==> src/rtl/dbnc_pkg.sv <==
package dbnc_pkg;
  // Register byte offsets inside the port window
  localparam int unsigned OFS_COUNT     = 0;
  localparam int unsigned OFS_EN_MASKED = 4;
  localparam int unsigned OFS_EN_VIEW   = 8;

  // Number of clocks per tick, never below one
  function automatic int unsigned tick_div(input int unsigned clk_hz, input int unsigned tick_hz);
    int unsigned d;
    d = (tick_hz == 0) ? 1 : clk_hz / tick_hz;
    return (d == 0) ? 1 : d;
  endfunction
endpackage

==> src/rtl/dbnc_tick_gen.sv <==
module dbnc_tick_gen #(
  parameter int unsigned DIV = 50000
) (
  input  logic clk,
  input  logic rst,
  output logic tick
);
  localparam int unsigned PC_W = (DIV > 1) ? $clog2(DIV) : 1;

  generate
    if (DIV <= 1) begin : g_every
      logic unused_clk_rst;
      assign unused_clk_rst = clk ^ rst;
      assign tick = 1'b1;
    end else begin : g_div
      logic [PC_W-1:0] pc_q;
      logic            wrap;
      assign wrap = (pc_q == PC_W'(DIV - 1));
      always_ff @(posedge clk) begin
        if (rst)       pc_q <= '0;
        else if (wrap) pc_q <= '0;
        else           pc_q <= pc_q + 1'b1;
      end
      assign tick = wrap;
    end
  endgenerate
endmodule

==> src/rtl/dbnc_regs.sv <==
module dbnc_regs
  import dbnc_pkg::*;
#(
  parameter int unsigned PINS   = 8,
  parameter int unsigned CNT_W  = 8,
  parameter int unsigned DATA_W = 32,
  parameter int unsigned ADDR_W = 4
) (
  input  logic              clk,
  input  logic              rst,
  input  logic              wr_en,
  input  logic              rd_en,
  input  logic [ADDR_W-1:0] addr,
  input  logic [DATA_W-1:0] wdata,
  output logic [DATA_W-1:0] rdata,
  output logic [CNT_W-1:0]  cnt_q,
  output logic [PINS-1:0]   en_q
);
  logic [PINS-1:0] wmask, wval;
  logic            hit_cnt, hit_msk, hit_view;

  assign wval     = wdata[PINS-1:0];
  assign wmask    = wdata[2*PINS-1:PINS];
  assign hit_cnt  = (addr == ADDR_W'(OFS_COUNT));
  assign hit_msk  = (addr == ADDR_W'(OFS_EN_MASKED));
  assign hit_view = (addr == ADDR_W'(OFS_EN_VIEW));

  generate
    if (DATA_W > 2*PINS) begin : g_unused_hi
      logic unused_hi;
      assign unused_hi = ^wdata[DATA_W-1:2*PINS];
    end
  endgenerate

  always_ff @(posedge clk) begin
    if (rst) begin
      cnt_q <= '0;
      en_q  <= '0;
    end else if (wr_en) begin
      if (hit_cnt)      cnt_q <= wdata[CNT_W-1:0];
      else if (hit_msk) en_q  <= (en_q & ~wmask) | (wval & wmask);
    end
  end

  always_ff @(posedge clk) begin
    if (rst) begin
      rdata <= '0;
    end else if (rd_en) begin
      if (hit_cnt)       rdata <= DATA_W'(cnt_q);
      else if (hit_view) rdata <= DATA_W'(en_q);
      else               rdata <= '0;
    end
  end
endmodule

==> src/rtl/dbnc_pin.sv <==
module dbnc_pin #(
  parameter int unsigned CNT_W = 8
) (
  input  logic             clk,
  input  logic             rst,
  input  logic             raw,
  input  logic             filt_en,
  input  logic [CNT_W-1:0] cnt,
  input  logic             tick,
  output logic             out_q
);
  logic [CNT_W-1:0] tmr_q;
  logic [CNT_W:0]   tmr_inc;
  logic             settled;

  assign tmr_inc = {1'b0, tmr_q} + (CNT_W+1)'(1);
  assign settled = (tmr_inc >= {1'b0, cnt});

  always_ff @(posedge clk) begin
    if (rst) begin
      out_q <= 1'b0;
      tmr_q <= '0;
    end else if (!filt_en) begin
      out_q <= raw;
      tmr_q <= '0;
    end else if (raw == out_q) begin
      tmr_q <= '0;
    end else if (tick) begin
      if (settled) begin
        out_q <= raw;
        tmr_q <= '0;
      end else begin
        tmr_q <= tmr_inc[CNT_W-1:0];
      end
    end
  end
endmodule

==> src/rtl/port_debounce.sv <==
module port_debounce
  import dbnc_pkg::*;
#(
  parameter int unsigned PINS    = 8,
  parameter int unsigned CNT_W   = 8,
  parameter int unsigned DATA_W  = 32,
  parameter int unsigned ADDR_W  = 4,
  parameter int unsigned CLK_HZ  = 50_000_000,
  parameter int unsigned TICK_HZ = 1000
) (
  input  logic              clk,
  input  logic              rst,
  input  logic              bus_wr,
  input  logic              bus_rd,
  input  logic [ADDR_W-1:0] bus_addr,
  input  logic [DATA_W-1:0] bus_wdata,
  output logic [DATA_W-1:0] bus_rdata,
  input  logic [PINS-1:0]   pin_raw,
  output logic [PINS-1:0]   pin_filt
);
  localparam int unsigned TICK_DIV = tick_div(CLK_HZ, TICK_HZ);

  logic             tick;
  logic [CNT_W-1:0] cnt_q;
  logic [PINS-1:0]  en_q;
  logic [PINS-1:0]  filt_mask;

  dbnc_tick_gen #(.DIV(TICK_DIV)) u_tick (
    .clk  (clk),
    .rst  (rst),
    .tick (tick)
  );

  dbnc_regs #(
    .PINS   (PINS),
    .CNT_W  (CNT_W),
    .DATA_W (DATA_W),
    .ADDR_W (ADDR_W)
  ) u_regs (
    .clk   (clk),
    .rst   (rst),
    .wr_en (bus_wr),
    .rd_en (bus_rd),
    .addr  (bus_addr),
    .wdata (bus_wdata),
    .rdata (bus_rdata),
    .cnt_q (cnt_q),
    .en_q  (en_q)
  );

  assign filt_mask = en_q & {PINS{cnt_q != '0}};

  generate
    for (genvar i = 0; i < PINS; i++) begin : g_pin
      dbnc_pin #(.CNT_W(CNT_W)) u_pin (
        .clk     (clk),
        .rst     (rst),
        .raw     (pin_raw[i]),
        .filt_en (filt_mask[i]),
        .cnt     (cnt_q),
        .tick    (tick),
        .out_q   (pin_filt[i])
      );
    end
  endgenerate
endmodule

==> config.mk <==
export PLATFORM = sky130hd
export DESIGN_NAME = port_debounce
export DESIGN_NICKNAME = d
export VERILOG_FILES = /design/src/rtl/dbnc_pkg.sv /design/src/rtl/dbnc_tick_gen.sv /design/src/rtl/dbnc_regs.sv /design/src/rtl/dbnc_pin.sv /design/src/rtl/port_debounce.sv
export SDC_FILE = /design/constraint.sdc
export NUM_CORES = 1
export LEC_CHECK = 0
export ABC_AREA = 1
export BUFFER_PORTS_ARGS = -buffer_cell sky130_fd_sc_hd__buf_2
export CORE_UTILIZATION = 45
export DETAILED_ROUTE_END_ITERATION = 12
export SKIP_CTS_REPAIR_TIMING = 1
export SLEW_MARGIN = 20
export SYNTH_ARGS = -nofsm -noshare
export SYNTH_HDL_FRONTEND = slang
export SYNTH_SLANG_ARGS = --single-unit
==> constraint.sdc <==
create_clock -name clk -period 4.5 [get_ports clk]
set_clock_uncertainty 0.1 [all_clocks]
set_input_delay 0.225 -clock clk [delete_from_list [all_inputs] [get_ports clk]]
set_output_delay 0.225 -clock clk [all_outputs]
set_load 0.05 [all_outputs]
==> metrics.yaml <==
critical_path:
  r2r_setup_slack_ns: 1.93
  cp.arrival_ns: 2.76
  worstReg2RegStart: "g_pin[3].u_pin.tmr_q[0]"
  cp_slowest_cell: "dfxtp_1"
  startpoint_type: "flop"
  cp_max_fo: 8
  path_cells: "ha_1 > nand3_1 > nor2_1 > xor2_1 > ha_1 > nand2_1 > inv_1 > nand2_1 > nand2_1 > nand2_1 > nand2_1 > nor2_1 > o21ai_0 > nor2_1"
  cpMostUsedCell: "nand2_1"
  worstSetupPathType: "flop to flop"
  crit_required_ns: 4.69
  critical_path.top_delay_family: "simple AND/OR/NAND/NOR gates"
  critPathCaptureType: "flop"
  crit_buf_inv: 1
  r2r_cells: 14
  crit_path_max_incr_delay_ns: 0.41
  r2r_end: "g_pin[3].u_pin.tmr_q[0]"
drt:
  firstDrtPassIters: 4
  antenna_left: 0
  avgViaCountPerCell: 4.80
  via_count: 6073
  route.detailed.drc: 0
  first_iter_violations: 289
  wl_um: 16000
  wl_per_cell_um: 12.7
pwr:
  ir_drop_uv: 206
  cellPowerDensity_mw_per_mm2: 272
  power_leakage_uw: 0.00355
grt:
  grt_max_degree: 67
  grt_first_pass_wirelength_um: 26400
  grt-ovfl-total: 0
  grt_pass1_vias: 5303
  antenna_found_initial: 0
  groute.usage.overall: 0.205
synthesis:
  synth_cells: 1012
  synthesis.area_mm2: 0.00717
  syn_area_per_cell_um2: 7.08
  yosys.area_share.simple: 0.262
  synth_cell_types: 26
  yosysSeqAreaShare: 0.313
  synth_top_cell_by_area: "dfxtp_1"
  synth_top_family_by_area: "simple AND/OR/NAND/NOR gates"
  synth.area.top_cells: "dfxtp_1, nand2_1, ha_1"
  ys_ff_latch: 112
  synthAdderAreaFrac: 0.127
  synth.top_cell.area_share: 0.313
  synthMuxAreaShare: 0
  yosysWarningCount: 0
  synth_compound_area_frac: 0.115
  synth_xor_area_frac: 0.0721
min_path:
  worstHoldStart: "pin_raw[3]"
  hold_depth: 3
  holdPathEnd: "g_pin[3].u_pin.out_q"
  hp-class: "primary input to flop"
sta:
  hold_viol: 0
  maxSlewHeadroom: 0.512
  fmax_ghz: 0.389
  rsz0062_at_grt: "false"
  min_period_over_period: 0.571
  setup-violations-final: 0
  worstMarginPinSlew_ns: 0.732
  slew_viol_final: 0
  final.setup.tns_ns: 0
  final.min_clock_period_ns: 2.57
finish:
  area_growth_pct: 8.90
  fillers: 1547
  most-common-layout-cells: "nand2_1, inv_1, dfxtp_1, a21oi_1, ha_1"
  fin_nets: 1170
  post-route-cell-area_mm2: 0.00781
  insertedDiodeCount: 0
  layout_commonest_cell: "nand2_1"
  drive_gt1_frac: 0.0721
floorplan:
  num_rows: 45
  die_area_mm2: 0.0164
  start_util: 0.466
  core_area_mm2: 0.0154
  die_h_um: 128
  ios: 88
  die-width_um: 128
place:
  place_area_mm2: 0.00747
  place_congestion: 0.785
  dp_hpwl_um: 11200
  port_buffers: 47
cts:
  cts-root-buf: "clkbuf_16"
  clk_path_buf_depth: 2
  clkSinkCount: 112
  path_clk_slew_ns: 0.07
  cts_buffers: 9
  tritoncts: "done"
  htree_levels: 3
  insertion_delay_ns: 0.36
run_status:
  outcome: "completed"
flow_run:
  drv_cap: 0
per-stage QoR:
stage | cells | power, µW | util | hold WS (ns) | setup WS, ns
after floorplan | 1035 | 1210 | - | 0.257 | 2.33
after global placement | 1249 | 1240 | 0.486 | 0.333 | 1.89
after detailed placement | 1249 | 1240 | 0.486 | 0.338 | 1.94
after CTS | 1265 | 2140 | 0.508 | 0.00786 | 1.91
after global routing | 1265 | 2200 | 0.508 | 0.0150 | 1.57
final | 1265 | 2120 | 0.508 | 0.0172 | 1.93
synthesized netlist by cell type (all sizes together):
| library cell | instances |
|---|---|
| a21oi | 107 |
| a31oi | 8 |
| buf | 37 |
| clkbuf | 10 |
| conb | 1 |
| dfxtp | 112 |
| ha | 73 |
| inv | 128 |
| nand2 | 275 |
| nand3 | 42 |
| nand3b | 5 |
| nand4 | 13 |
| nor2 | 78 |
| nor3 | 13 |
| nor3b | 2 |
| nor4 | 2 |
| o21ai | 34 |
| o221ai | 8 |
| or2 | 5 |
| xnor2 | 17 |
| xor2 | 42 |
logic make-up after synthesis:
kind of cell / after synthesis
AO/OA/AOI/OAI: 157
XOR/XNOR: 59
adder cells (fa/ha/maj): 73
buffers and inverters: 175
flip-flops: 112
other: 1
AND/OR/NAND/NOR: 435
routing by layer:
layer	part of all wire	global-route usage	vias up
met3	0.045	0.0497	10
met4	0.0092	0.0457	0
met2	0.44	0.325	91
met5	0	0	-
met1	0.50	0.280	2689
li1	-	-	3283
worst reg2reg max path: stages (launching register included):
cell	delay (ns)
dfxtp_1	0.41
ha_1	0.21
nand3_1	0.12
nor2_1	0.19
xor2_1	0.21
ha_1	0.27
nand2_1	0.07
inv_1	0.04
nand2_1	0.05
nand2_1	0.04
nand2_1	0.05
nand2_1	0.07
nor2_1	0.41
o21ai_0	0.15
nor2_1	0.11
power breakdown:
group / internal (µW) / switching, µW
Sequential: 1000 / 8.98
Clock: 535 / 370
Combinational: 49.2 / 154
Total: 1590 / 533
state kept, by name, indices dropped and copies added (netlist names), named ones only:
signal and flops:
g_pin.u_pin.out_q 8, g_pin.u_pin.tmr_q 64, u_tick.g_div.pc_q 16, u_regs.cnt_q 8
u_regs.rdata 8
worst max path at each step:
stage          depth (start not counted)                     from                 endpoint  slack, ns
3_5_place_dp                          14  g_pin[3].u_pin.tmr_q[0]  g_pin[3].u_pin.tmr_q[6]       1.94
5_1_grt                               15  g_pin[3].u_pin.tmr_q[0]  g_pin[3].u_pin.tmr_q[0]       1.57
2_1_floorplan                         14  g_pin[3].u_pin.tmr_q[0]  g_pin[3].u_pin.tmr_q[1]       2.33
4_1_cts                               14  g_pin[3].u_pin.tmr_q[0]  g_pin[3].u_pin.tmr_q[6]       1.91
6_report                              14  g_pin[3].u_pin.tmr_q[0]  g_pin[3].u_pin.tmr_q[0]       1.93
3_3_place_gp                          14  g_pin[3].u_pin.tmr_q[0]  g_pin[3].u_pin.tmr_q[4]       1.89
final cells by class:
cell class | instances | area, µm² | area share
timing repair buffer | 50 | 258 | 0.0330
sequential | 112 | 2240 | 0.287
inverter | 128 | 480 | 0.0615
clock inverter | 2 | 60.1 | 0.00769
tap | 211 | 264 | 0.0338
clock buffer | 14 | 274 | 0.0351
multi-input combinational | 748 | 4230 | 0.542
No activity file was read; power rests on OpenSTA's default activity.
